[src/rtl/vtab_pkg.sv]
package vtab_pkg;

    localparam int ADDR_W  = 3;
    localparam int VID_W   = 13;
    localparam int FID_W   = 8;
    localparam int MAXP    = 12;
    localparam int MEM_W   = 2 * MAXP;

    localparam logic [ADDR_W-1:0] A_CMD = 3'd0;
    localparam logic [ADDR_W-1:0] A_KEY = 3'd1;
    localparam logic [ADDR_W-1:0] A_D0  = 3'd2;

    typedef enum logic [2:0] {
        OP_NOP   = 3'd0,
        OP_FLUSH = 3'd1,
        OP_LOAD  = 3'd3,
        OP_NEXT  = 3'd4
    } op_e;

    typedef struct packed {
        logic             valid;
        logic [VID_W-1:0] vid;
        logic [FID_W-1:0] fid;
        logic [MEM_W-1:0] mem;
    } entry_t;

    // Packs the four membership codes that live in data word w.
    function automatic logic [15:0] pack_word(input logic [MEM_W-1:0] m, input int w);
        logic [15:0] r;
        r = '0;
        for (int p = 0; p < 4; p++) begin
            r[4*p +: 2] = m[2*(4*w+p) +: 2];
        end
        return r;
    endfunction

endpackage

[src/rtl/vtab_store.sv]
module vtab_store
    import vtab_pkg::*;
#(
    parameter  int DEPTH = 16,
    localparam int IDX_W = (DEPTH > 1) ? $clog2(DEPTH) : 1
) (
    input  logic             clk,
    input  logic             rst,
    input  logic             we,
    input  logic [IDX_W-1:0] widx,
    input  entry_t           wentry,
    input  logic [IDX_W-1:0] ridx,
    output entry_t           rentry
);

    entry_t slot_q [DEPTH];

    always_ff @(posedge clk) begin
        if (rst) begin
            for (int i = 0; i < DEPTH; i++) slot_q[i] <= '0;
        end else if (we) begin
            slot_q[widx] <= wentry;
        end
    end

    assign rentry = slot_q[ridx];

endmodule

[src/rtl/vtab_seq.sv]
module vtab_seq
    import vtab_pkg::*;
#(
    parameter  int DEPTH = 16,
    localparam int IDX_W = (DEPTH > 1) ? $clog2(DEPTH) : 1,
    localparam int CNT_W = IDX_W + 1
) (
    input  logic             clk,
    input  logic             rst,
    input  logic             start,
    input  logic [2:0]       op,
    input  logic [VID_W-1:0] key_vid,
    input  logic             key_valid,
    input  logic [FID_W-1:0] key_fid,
    input  logic [MEM_W-1:0] key_mem,
    output logic [IDX_W-1:0] rd_idx,
    input  entry_t           rd_ent,
    output logic             st_we,
    output logic [IDX_W-1:0] st_widx,
    output entry_t           st_wentry,
    output logic             done,
    output logic             upd_en,
    output entry_t           res,
    output logic             full
);

    typedef enum logic [1:0] {S_IDLE, S_SCAN, S_COMMIT} state_e;

    localparam logic [IDX_W-1:0] LAST = IDX_W'(DEPTH - 1);

    state_e           state_q;
    logic [IDX_W-1:0] idx_q;
    logic [CNT_W-1:0] cyc_q;
    logic             hit_q, free_q, best_q, full_q;
    logic [IDX_W-1:0] hit_idx_q, free_idx_q;
    entry_t           best_ent_q;

    logic is_hit, is_free, is_better;

    always_comb begin
        is_hit    = rd_ent.valid && (rd_ent.vid == key_vid);
        is_free   = !rd_ent.valid;
        is_better = rd_ent.valid && (rd_ent.vid > key_vid) &&
                    (!best_q || (rd_ent.vid < best_ent_q.vid));
    end

    always_ff @(posedge clk) begin
        if (rst) begin
            state_q    <= S_IDLE;
            idx_q      <= '0;
            cyc_q      <= '0;
            hit_q      <= 1'b0;
            free_q     <= 1'b0;
            best_q     <= 1'b0;
            full_q     <= 1'b0;
            hit_idx_q  <= '0;
            free_idx_q <= '0;
            best_ent_q <= '0;
        end else begin
            case (state_q)
                S_IDLE: begin
                    if (start) begin
                        state_q <= S_SCAN;
                        idx_q   <= '0;
                        cyc_q   <= '0;
                        hit_q   <= 1'b0;
                        free_q  <= 1'b0;
                        best_q  <= 1'b0;
                    end
                end
                S_SCAN: begin
                    cyc_q <= cyc_q + 1'b1;
                    if (is_hit && !hit_q) begin
                        hit_q     <= 1'b1;
                        hit_idx_q <= idx_q;
                    end
                    if (is_free && !free_q) begin
                        free_q     <= 1'b1;
                        free_idx_q <= idx_q;
                    end
                    if (is_better) begin
                        best_q     <= 1'b1;
                        best_ent_q <= rd_ent;
                    end
                    if (idx_q == LAST) begin
                        state_q <= S_COMMIT;
                    end else begin
                        idx_q <= idx_q + 1'b1;
                    end
                end
                default: begin
                    state_q <= S_IDLE;
                    if (op == OP_FLUSH) begin
                        full_q <= 1'b0;
                    end else if (op == OP_LOAD && key_valid && !hit_q && !free_q) begin
                        full_q <= 1'b1;
                    end
                end
            endcase
        end
    end

    always_comb begin
        st_we     = 1'b0;
        st_widx   = '0;
        st_wentry = '0;
        if (state_q == S_SCAN && op == OP_FLUSH) begin
            st_we   = 1'b1;
            st_widx = idx_q;
        end else if (state_q == S_COMMIT && op == OP_LOAD) begin
            if (key_valid) begin
                st_wentry = '{valid: 1'b1, vid: key_vid, fid: key_fid, mem: key_mem};
                if (hit_q) begin
                    st_we   = 1'b1;
                    st_widx = hit_idx_q;
                end else if (free_q) begin
                    st_we   = 1'b1;
                    st_widx = free_idx_q;
                end
            end else if (hit_q) begin
                st_we   = 1'b1;
                st_widx = hit_idx_q;
            end
        end
    end

    assign rd_idx = idx_q;
    assign done   = (state_q == S_COMMIT);
    assign upd_en = done && (op == OP_NEXT);
    assign full   = full_q;

    always_comb begin
        res       = best_ent_q;
        res.valid = best_q;
    end


    scan_len_chk: assert property (@(posedge clk) disable iff (rst)
        (state_q == S_COMMIT) |-> (cyc_q == CNT_W'(DEPTH)));


    next_above_key_chk: assert property (@(posedge clk) disable iff (rst)
        (upd_en && best_q) |-> (best_ent_q.vid > key_vid));


    flush_clears_full_chk: assert property (@(posedge clk) disable iff (rst)
        (done && op == OP_FLUSH) |=> !full_q);


    full_sticky_chk: assert property (@(posedge clk) disable iff (rst)
        $fell(full_q) |-> $past(done && op == OP_FLUSH));

endmodule

[src/rtl/vtab_regs.sv]
module vtab_regs
    import vtab_pkg::*;
#(
    parameter  int NPORTS = 12,
    localparam int NDATA  = (NPORTS + 3) / 4
) (
    input  logic              clk,
    input  logic              rst,
    input  logic              wr_en,
    input  logic [ADDR_W-1:0] addr,
    input  logic [15:0]       wdata,
    output logic [15:0]       rdata,
    output logic              start,
    output logic [2:0]        op,
    output logic [VID_W-1:0]  key_vid,
    output logic              key_valid,
    output logic [FID_W-1:0]  key_fid,
    output logic [MEM_W-1:0]  key_mem,
    input  logic              done,
    input  logic              upd_en,
    input  entry_t            res,
    input  logic              full
);

    logic             busy_q, vval_q;
    logic [2:0]       opc_q;
    logic [FID_W-1:0] fid_q;
    logic [VID_W-1:0] vid_q;
    logic [15:0]      data_q [NDATA];

    logic host_wr;
    assign host_wr = wr_en && !busy_q;
    assign start   = host_wr && (addr == A_CMD) && wdata[15];

    always_ff @(posedge clk) begin
        if (rst) begin
            busy_q <= 1'b0;
            vval_q <= 1'b0;
            opc_q  <= '0;
            fid_q  <= '0;
            vid_q  <= '0;
            for (int w = 0; w < NDATA; w++) data_q[w] <= '0;
        end else if (host_wr) begin
            if (addr == A_CMD) begin
                opc_q  <= wdata[14:12];
                fid_q  <= {wdata[11:8], wdata[3:0]};
                busy_q <= wdata[15];
            end
            if (addr == A_KEY) begin
                vval_q <= wdata[15];
                vid_q  <= wdata[12:0];
            end
            for (int w = 0; w < NDATA; w++) begin
                if (addr == ADDR_W'(32'(A_D0) + w)) data_q[w] <= wdata;
            end
        end else if (done) begin
            busy_q <= 1'b0;
            if (upd_en) begin
                vval_q <= res.valid;
                if (res.valid) begin
                    vid_q <= res.vid;
                    fid_q <= res.fid;
                    for (int w = 0; w < NDATA; w++) data_q[w] <= pack_word(res.mem, w);
                end
            end
        end
    end

    always_comb begin
        key_mem = '0;
        for (int p = 0; p < NPORTS; p++) begin
            key_mem[2*p +: 2] = data_q[p/4][4*(p%4) +: 2];
        end
    end

    assign op        = opc_q;
    assign key_vid   = vid_q;
    assign key_valid = vval_q;
    assign key_fid   = fid_q;

    always_comb begin
        rdata = '0;
        if (addr == A_CMD) begin
            rdata = {busy_q, opc_q, fid_q[7:4], 3'b000, full, fid_q[3:0]};
        end else if (addr == A_KEY) begin
            rdata = {vval_q, 2'b00, vid_q};
        end
        for (int w = 0; w < NDATA; w++) begin
            if (addr == ADDR_W'(32'(A_D0) + w)) rdata = data_q[w];
        end
    end


    start_sets_busy_chk: assert property (@(posedge clk) disable iff (rst)
        start |=> busy_q);


    busy_key_frozen_chk: assert property (@(posedge clk) disable iff (rst)
        (busy_q && !done) |=> (vid_q == $past(vid_q)) && (vval_q == $past(vval_q)));


    busy_no_restart_chk: assert property (@(posedge clk) disable iff (rst)
        busy_q |-> !start);

endmodule

[src/rtl/vtab_engine.sv]
module vtab_engine
    import vtab_pkg::*;
#(
    parameter  int DEPTH  = 16,
    parameter  int NPORTS = 12,
    localparam int IDX_W  = (DEPTH > 1) ? $clog2(DEPTH) : 1
) (
    input  logic              clk,
    input  logic              rst,
    input  logic              wr_en,
    input  logic [ADDR_W-1:0] addr,
    input  logic [15:0]       wdata,
    output logic [15:0]       rdata
);

    logic             start, key_valid, done, upd_en, full, st_we;
    logic [2:0]       op;
    logic [VID_W-1:0] key_vid;
    logic [FID_W-1:0] key_fid;
    logic [MEM_W-1:0] key_mem;
    logic [IDX_W-1:0] rd_idx, st_widx;
    entry_t           rd_ent, st_wentry, res;

    vtab_regs #(.NPORTS(NPORTS)) u_regs (
        .clk(clk), .rst(rst), .wr_en(wr_en), .addr(addr), .wdata(wdata),
        .rdata(rdata), .start(start), .op(op), .key_vid(key_vid),
        .key_valid(key_valid), .key_fid(key_fid), .key_mem(key_mem),
        .done(done), .upd_en(upd_en), .res(res), .full(full)
    );

    vtab_seq #(.DEPTH(DEPTH)) u_seq (
        .clk(clk), .rst(rst), .start(start), .op(op), .key_vid(key_vid),
        .key_valid(key_valid), .key_fid(key_fid), .key_mem(key_mem),
        .rd_idx(rd_idx), .rd_ent(rd_ent), .st_we(st_we), .st_widx(st_widx),
        .st_wentry(st_wentry), .done(done), .upd_en(upd_en), .res(res),
        .full(full)
    );

    vtab_store #(.DEPTH(DEPTH)) u_store (
        .clk(clk), .rst(rst), .we(st_we), .widx(st_widx), .wentry(st_wentry),
        .ridx(rd_idx), .rentry(rd_ent)
    );

endmodule

[config.mk]
export PLATFORM = sky130hd
export DESIGN_NAME = vtab_engine
export DESIGN_NICKNAME = d
export VERILOG_FILES = /design/src/rtl/vtab_pkg.sv /design/src/rtl/vtab_store.sv /design/src/rtl/vtab_seq.sv /design/src/rtl/vtab_regs.sv /design/src/rtl/vtab_engine.sv
export SDC_FILE = /design/constraint.sdc
export NUM_CORES = 1
export LEC_CHECK = 0
export ABC_AREA = 0
export ABC_CLOCK_PERIOD_IN_PS = 10100
export BUFFER_PORTS_ARGS = -buffer_cell sky130_fd_sc_hd__buf_2
export CORE_UTILIZATION = 45
export DETAILED_ROUTE_END_ITERATION = 6
export PLACE_DENSITY_LB_ADDON = 0.1
export SYNTH_ARGS = -nofsm -noshare
export SYNTH_HDL_FRONTEND = slang
export SYNTH_SLANG_ARGS = --single-unit
[constraint.sdc]
create_clock -name clk -period 10.1 [get_ports clk]
set_clock_uncertainty 0.15 [all_clocks]
set_input_delay 2.02 -clock clk [delete_from_list [all_inputs] [get_ports clk]]
set_output_delay 2.02 -clock clk [all_outputs]
set_load 0.05 [all_outputs]
==> results of run 1 <==
==> cell families (layout without fill, tap and decap cells) <==
kind of cell / count (synthesis) / in the layout / synth area share
AO/OA/AOI/OAI: 245 / 245 / 0.0384
buffers and inverters: 274 / 300 / 0.0297
other: 0 / 2 / 0
flip-flops: 877 / 877 / 0.642
adder cells (fa/ha/maj): 26 / 26 / 0.00822
multiplexers: 271 / 271 / 0.141
XOR/XNOR: 2 / 2 / 0.000443
AND/OR/NAND/NOR: 958 / 958 / 0.141
==> flip-flops by register name, indices dropped and copies added, names as in the netlist, 2 cells and up, named ones only <==
register and cells:
u_seq.res 45, u_seq.rd_idx 4, u_store.slot_q 736, u_regs.key_vid 13, u_regs.op 3, u_seq.state_q 2
u_seq.hit_idx_q 4, u_seq.free_idx_q 4, u_regs.key_fid 8, u_regs.data_q 48
==> through the flow <==
step | instance area (µm²) | hold slack [ns] | instances | power (W) | util
6_report | 43900 | 0.328 | 3836 | 0.00789 | 0.505
5_1_grt | 43900 | 0.356 | 3834 | 0.00810 | 0.505
4_1_cts | 43900 | 0.327 | 3834 | 0.00793 | 0.505
3_5_place_dp | 40900 | 0.319 | 3656 | 0.00456 | 0.470
3_3_place_gp | 40900 | 0.314 | 3656 | 0.00455 | 0.470
2_1_floorplan | 39600 | 0.304 | 2653 | 0.00440 | -
==> metal layers <==
layer  track usage  vias up  wire (µm)
met5             0        -         33
met4        0.0762        4       2780
met3        0.0726      170      12000
met2         0.430     1116      56800
met1         0.370    12344      48300
li1              -     9948          -
==> report_power, final <==
group / internal [W] / switching, W / leakage (nW)
Combinational: 0.000112 / 0.000233 / 4.34
Sequential: 0.00406 / 0.0000732 / 8.74
Clock: 0.00195 / 0.00145 / 1.48
==> worst register-to-register path, stage by stage, from the launching register on <==
cell,delay (ns)
dfxtp_4,0.98
buf_4,0.99
mux4_2,0.72
ha_1,0.35
nand4_1,0.11
or3_1,0.44
o221ai_1,0.26
and4b_2,1.02
nand2_1,0.19
a31o_2,0.30
==> cell usage in the layout (no fill, tap or decap), drive strengths merged, types with 3 or more instances in the layout <==
master,netlist,routed
nor3,203,203
a22o,24,24
mux2i,40,40
nand3b,3,3
ha,26,26
inv,17,23
a21oi,92,92
mux4,229,229
a22oi,8,8
clkbuf,160,133
nor2,67,67
buf,85,93
o21ai,66,66
nand3,54,54
nand4,7,7
clkinv,12,44
nor2b,6,6
nand2b,9,9
a211oi,18,18
or3,5,5
nand2,48,48
dfxtp,93,93
a311oi,5,5
o22ai,12,12
and2,546,546
bufinv,0,6
edfxtp,784,784
==> final timing paths <==
check                           cells past startpoint       endpoint     startpoint  slack [ns]
worst min-delay path                                2  u_seq.res[19]  u_seq.res[19]        0.33
worst max-delay path                                5      rdata[12]        addr[0]        4.14
worst min register to register                      2  u_seq.res[19]  u_seq.res[19]        0.33
worst max register to register                      9  u_seq.res[32]      flip-flop        4.49
==> final cells by class <==
class / instances / area, µm² / area share
tap: 1155 / 1450 / 0.0329
timing repair buffer: 93 / 621 / 0.0141
multi-input combinational: 1502 / 13300 / 0.302
antenna: 2 / 5.00 / 0.000114
sequential: 877 / 25400 / 0.579
clock buffer: 133 / 2600 / 0.0593
clock inverter: 45 / 413 / 0.00941
inverter: 29 / 109 / 0.00248
==> metrics.json, run 1 <==
{
  "outcome": {"value": "finished, final reports clean"},
  "synth_enable_flop_cells": {"value": 784},
  "globalRouteTotalUtil": {"value": 0.271},
  "final_hold_viol_count": {"value": 0},
  "worstSetupStartpointType": {"value": "input port"},
  "relSlewSlack": {"value": 0.192},
  "yosys.area.top_type_share": {"value": 0.595},
  "finalCriticalPeriod": {"value": 5.96, "unit": "ns"},
  "max_freq": {"value": 168, "unit": "MHz"},
  "clock_root_buffer": {"value": "clkbuf_16"},
  "core-area": {"value": 86900, "unit": "µm²"},
  "min_setup_slack_post_route": {"value": 4.14, "unit": "ns"},
  "avgViaCountPerCell": {"value": 6.15},
  "crit_path_cell_trace": {"value": "buf_2, nor2b_1, a21oi_1, o22ai_1, buf_2"},
  "share_of_synthesized_area_occupied_by_flip_flops_and_latches": {"value": 0.642},
  "clk_pin_slew_worst_paths": {"value": 0.06, "unit": "ns"},
  "place.port_buffers": {"value": 37},
  "cts.sink_count": {"value": 877},
  "grt_setup_unrepaired": {"value": "false"},
  "dominantRegCellSynth": {"value": "edfxtp_1"},
  "cp_num_buf_inv": {"value": 2},
  "layout.filler_cells": {"value": 7269},
  "drt-initial-drc-count": {"value": 2540},
  "route.antenna.remaining_nets": {"value": 0},
  "drt_pass1_iterations": {"value": 5},
  "grt_pass1_vias": {"value": 23843},
  "initial_core_util": {"value": 0.456},
  "syn-cell-area": {"value": 39600, "unit": "µm²"},
  "tritoncts_clock_tree": {"value": "yes"},
  "worst-path-max-fanout": {"value": 33},
  "drt-wirelength-per-cell": {"value": 31.2, "unit": "µm"},
  "cts_buffers": {"value": 94},
  "cp_slowest_cell": {"value": "buf_2"},
  "die_h": {"value": 299, "unit": "µm"},
  "ir_drop": {"value": 135, "unit": "µV"},
  "yosysWarnings": {"value": 0},
  "hold_path_class": {"value": "flip-flop to flip-flop"},
  "synth.most_common_cell": {"value": "edfxtp_1"},
  "worst_slew_pin_slew": {"value": 1.21, "unit": "ns"},
  "drt-total-wl": {"value": 120, "unit": "mm"},
  "maxCapViolCount": {"value": 0},
  "timing.critical_path.mode_cell": {"value": "buf_2"},
  "cts_resized": {"value": 0},
  "max_stage_delay": {"value": 0.58, "unit": "ns"},
  "global_route_wire_length_before_repair": {"value": 171, "unit": "mm"},
  "placement.setup.worst_slack": {"value": 4.15, "unit": "ns"},
  "static-leakage-power": {"value": 14.5, "unit": "nW"},
  "yosys-top-cells-count": {"value": "edfxtp_1, and2_1, mux4_2"},
  "data_required_critical_path": {"value": 7.93, "unit": "ns"},
  "route.detailed.drc": {"value": 0},
  "netlist_instances": {"value": 2653},
  "dp_hpwl": {"value": 66.2, "unit": "mm"},
  "clk_path_buf_depth": {"value": 3},
  "dieArea": {"value": 89200, "unit": "µm²"},
  "clk-insertion-delay-late": {"value": 0.66, "unit": "ns"},
  "setup_viol": {"value": 0},
  "hold_buffers_post_cts": {"value": 0},
  "gp_congestion": {"value": 0.897},
  "detailroute.via_count": {"value": 23582},
  "netlist-cell-type-count": {"value": 68},
  "critical_path_end_type": {"value": "output pin"},
  "clock_tree.htree_level_count": {"value": 3},
  "critical_setup_path_kind": {"value": "input port to output pin"},
  "areaGrowthSynthToFinish": {"value": 10.8, "unit": "%"},
  "cpLargestDelayFamily": {"value": "buffers and inverters"},
  "post-route-period-util": {"value": 0.591},
  "netlist.top_cell.by_area": {"value": "edfxtp_1"},
  "grt_start_max_net_pins": {"value": 76},
  "num_rows": {"value": 108},
  "worst_ep_arrival_time": {"value": 3.79, "unit": "ns"},
  "overflow": {"value": 0},
  "dieWidth": {"value": 299, "unit": "µm"},
  "count_of_state_elements_after_synthesis": {"value": 877},
  "maxSlewViolCount": {"value": 0},
  "cts_setup_buffers": {"value": 0},
  "ios": {"value": 38},
  "powerDensity": {"value": 180, "unit": "nW/µm²"},
  "syn-num-nets": {"value": 2701},
  "number_of_antenna_violations_at_the_first_check_in_global_routing": {"value": 11},
  "async_flop_share": {"value": 0},
  "yosys-top-cells-area": {"value": "edfxtp_1, mux4_2, and2_1"},
  "avgSynthCellArea": {"value": 14.9, "unit": "µm²"},
  "setup-tns-final": {"value": 0, "unit": "ns"},
  "fin_nets": {"value": 2645},
  "drive_gt1_frac": {"value": 0.194}
}
Note: power is estimated with default switching activity, not from simulation.
==> run 2, diff against run 1 <==
ABC_CLOCK_PERIOD_IN_PS = 6000   (was 10100)
clock period = 6 ns   (was 10.1 ns; I/O delays follow)
==> metrics.json, run 2 (same netlist as run 1, synthesis figures left out) <==
{
  "ios": {"value": 38, "change": "unchanged"},
  "worst_ep_arrival_time": {"value": 5.74, "unit": "ns", "change": "+1.95 ns"},
  "final_common_cell": {"value": "edfxtp_1"},
  "clock_tree.htree_level_count": {"value": 3, "change": "unchanged"},
  "dieArea": {"value": 89200, "unit": "µm²", "change": "unchanged"},
  "static-leakage-power": {"value": 14.6, "unit": "nW", "change": "+0.57%"},
  "drive_gt1_frac": {"value": 0.196, "change": "+0.00196"},
  "met3_length": {"value": 9.81, "unit": "mm", "change": "-18%"},
  "drt-wirelength-per-cell": {"value": 30.9, "unit": "µm", "change": "-1.2%"},
  "gp_congestion": {"value": 0.876, "change": "-2.4%"},
  "route.antenna.remaining_nets": {"value": 0, "change": "unchanged"},
  "initial_core_util": {"value": 0.456, "change": "unchanged"},
  "ir_drop": {"value": 198, "unit": "µV", "change": "+46%"},
  "drt-total-wl": {"value": 119, "unit": "mm", "change": "-0.83%"},
  "grt_pass1_vias": {"value": 23536, "change": "-1.3%"},
  "drt_pass1_iterations": {"value": 5, "change": "unchanged"},
  "min_setup_slack_post_route": {"value": 0.707, "unit": "ns", "change": "-3.43 ns"},
  "layout.filler_cells": {"value": 7243, "change": "-0.36%"},
  "clock_root_buffer": {"value": "clkbuf_16"},
  "data_required_critical_path": {"value": 6.45, "unit": "ns", "change": "-1.48 ns"},
  "dp_hpwl": {"value": 67.9, "unit": "mm", "change": "+2.5%"},
  "detailroute.via_count": {"value": 23506, "change": "-0.32%"},
  "globalRouteTotalUtil": {"value": 0.269, "change": "-0.00248"},
  "global_route_wire_length_before_repair": {"value": 170, "unit": "mm", "change": "-0.63%"},
  "placement.setup.worst_slack": {"value": 0.697, "unit": "ns", "change": "-3.46 ns"},
  "number_of_antenna_violations_at_the_first_check_in_global_routing": {"value": 14, "change": "+3"},
  "clk_path_buf_depth": {"value": 3, "change": "unchanged"},
  "met2_wirelength": {"value": 56.4, "unit": "mm", "change": "-0.56%"},
  "hold_ws": {"value": 0.325, "unit": "ns", "change": "-0.00332 ns"},
  "timing.critical_path.mode_cell": {"value": "mux4_2"},
  "max_stage_delay": {"value": 0.98, "unit": "ns", "change": "+0.40 ns"},
  "final_cell_mix": {"value": "edfxtp_1, and2_1, mux4_2"},
  "hold_path_class": {"value": "flip-flop to flip-flop"},
  "tritoncts_clock_tree": {"value": "yes"},
  "powerDensity": {"value": 298, "unit": "nW/µm²", "change": "+66%"},
  "critical_setup_path_kind": {"value": "flip-flop to flip-flop"},
  "route.detailed.drc": {"value": 0, "change": "unchanged"},
  "cts.sink_count": {"value": 877, "change": "unchanged"},
  "critical_path_end_type": {"value": "flip-flop"},
  "setup-tns-final": {"value": 0, "unit": "ns", "change": "unchanged"},
  "worst-path-max-fanout": {"value": 45, "change": "+36%"},
  "drt-initial-drc-count": {"value": 2687, "change": "+5.8%"},
  "outcome": {"value": "finished, final reports clean"},
  "cts_resized": {"value": 0, "change": "unchanged"},
  "core-area": {"value": 86900, "unit": "µm²", "change": "unchanged"},
  "clk-insertion-delay-late": {"value": 0.66, "unit": "ns", "change": "about the same"},
  "relSlewSlack": {"value": 0.106, "change": "-0.0856"},
  "fin_nets": {"value": 2662, "change": "+0.64%"},
  "post-route-util": {"value": 0.506, "change": "+0.000979"},
  "worst_slew_pin_slew": {"value": 1.34, "unit": "ns", "change": "+0.130 ns"},
  "overflow": {"value": 0, "change": "unchanged"},
  "die_h": {"value": 299, "unit": "µm", "change": "unchanged"},
  "areaGrowthSynthToFinish": {"value": 11.0, "unit": "%"},
  "final_hold_viol_count": {"value": 0, "change": "unchanged"},
  "max_flop_register": {"value": "u_store.slot_q"},
  "maxCapViolCount": {"value": 0, "change": "unchanged"},
  "num_rows": {"value": 108, "change": "unchanged"},
  "max_freq": {"value": 189, "unit": "MHz"},
  "largest_register_ff_count": {"value": 736, "change": "unchanged"},
  "hold_buffers_post_cts": {"value": 0, "change": "unchanged"},
  "grt_start_max_net_pins": {"value": 106, "change": "+39%"},
  "setup_viol": {"value": 0, "change": "unchanged"},
  "highest_layer": {"value": "met5"},
  "dieWidth": {"value": 299, "unit": "µm", "change": "unchanged"},
  "clk_pin_slew_worst_paths": {"value": 0.06, "unit": "ns", "change": "about the same"},
  "maxSlewViolCount": {"value": 0, "change": "unchanged"},
  "m1WireLength": {"value": 49.1, "unit": "mm", "change": "+1.7%"},
  "place.port_buffers": {"value": 37, "change": "unchanged"},
  "cts_buffers": {"value": 94, "change": "unchanged"},
  "cts_setup_buffers": {"value": 0, "change": "unchanged"},
  "grt_setup_unrepaired": {"value": "false"},
  "post-route-period-util": {"value": 0.882},
  "worstSetupStartpointType": {"value": "flip-flop"},
  "cp_slowest_cell": {"value": "nand4b_2"},
  "crit_path_cell_trace": {"value": "buf_4, mux4_2, mux4_2, ha_1, nand2_1, or3_1, o221ai_1, nand4b_2, nor4_1, a31o_2"},
  "avgViaCountPerCell": {"value": 6.11, "change": "-0.68%"},
  "finalCriticalPeriod": {"value": 5.29, "unit": "ns"}
}
[run 2: changes by cell type in the layout (fill, tap and decap cells not counted), sizes merged]
cell      change
buf          +17
bufinv        -1
clkbuf       -11
clkinv       +12
clkinvlp      +1
inv           -4
[run 2: worst max-delay path, delay by kind of cell (launching register included)]
kind | cells | cell delay, ns
buffers and inverters | 1 | 0.36
and+or+nand+nor | 4 | 2.00
AOI/OAI and AO/OA | 2 | 0.43
muxes | 2 | 1.05
DFF | 1 | 0.83
adders and majority gates | 1 | 0.33
[run 2: report_power, final]
part,total (W),internal [W],switching [W]
Sequential,0.00695,0.00684,0.000111
Combinational,0.000601,0.000196,0.000405
Clock,0.00555,0.00315,0.00240
[run 2: through the flow]
stage,area (µm²),total power [W],instances
floorplan,39600,0.00740,2653
global placement,41100,0.00766,3673
detailed placement,41100,0.00768,3673
CTS,44000,0.0132,3848
global route,44000,0.0134,3848
finish,44000,0.0131,3850
[run 2: per-layer routing]
metal	up-vias	global-route usage
li1	9960	-
met1	12315	0.375
met2	1014	0.430
met3	209	0.0514
met4	8	0.0781
met5	-	0
[run 2: area by class of cell]
cell class / count / area [µm²] / share of cell area
multi-input combinational: 1502 / 13300 / 0.302
timing repair buffer: 110 / 823 / 0.0187
clock inverter: 53 / 387 / 0.00880
clock buffer: 122 / 2510 / 0.0571
antenna: 2 / 5.00 / 0.000114
tap: 1155 / 1450 / 0.0329
inverter: 29 / 109 / 0.00248
sequential: 877 / 25400 / 0.578
[run 2: worst paths after layout]
path,start,endpoint,slack [ns],cells after the start
setup / recovery,flip-flop,u_seq.res[32],0.71,10
hold / removal,u_seq.res[21],u_seq.res[21],0.33,2
setup reg to reg,flip-flop,u_seq.res[32],0.71,10
hold reg to reg,u_seq.res[21],u_seq.res[21],0.33,2
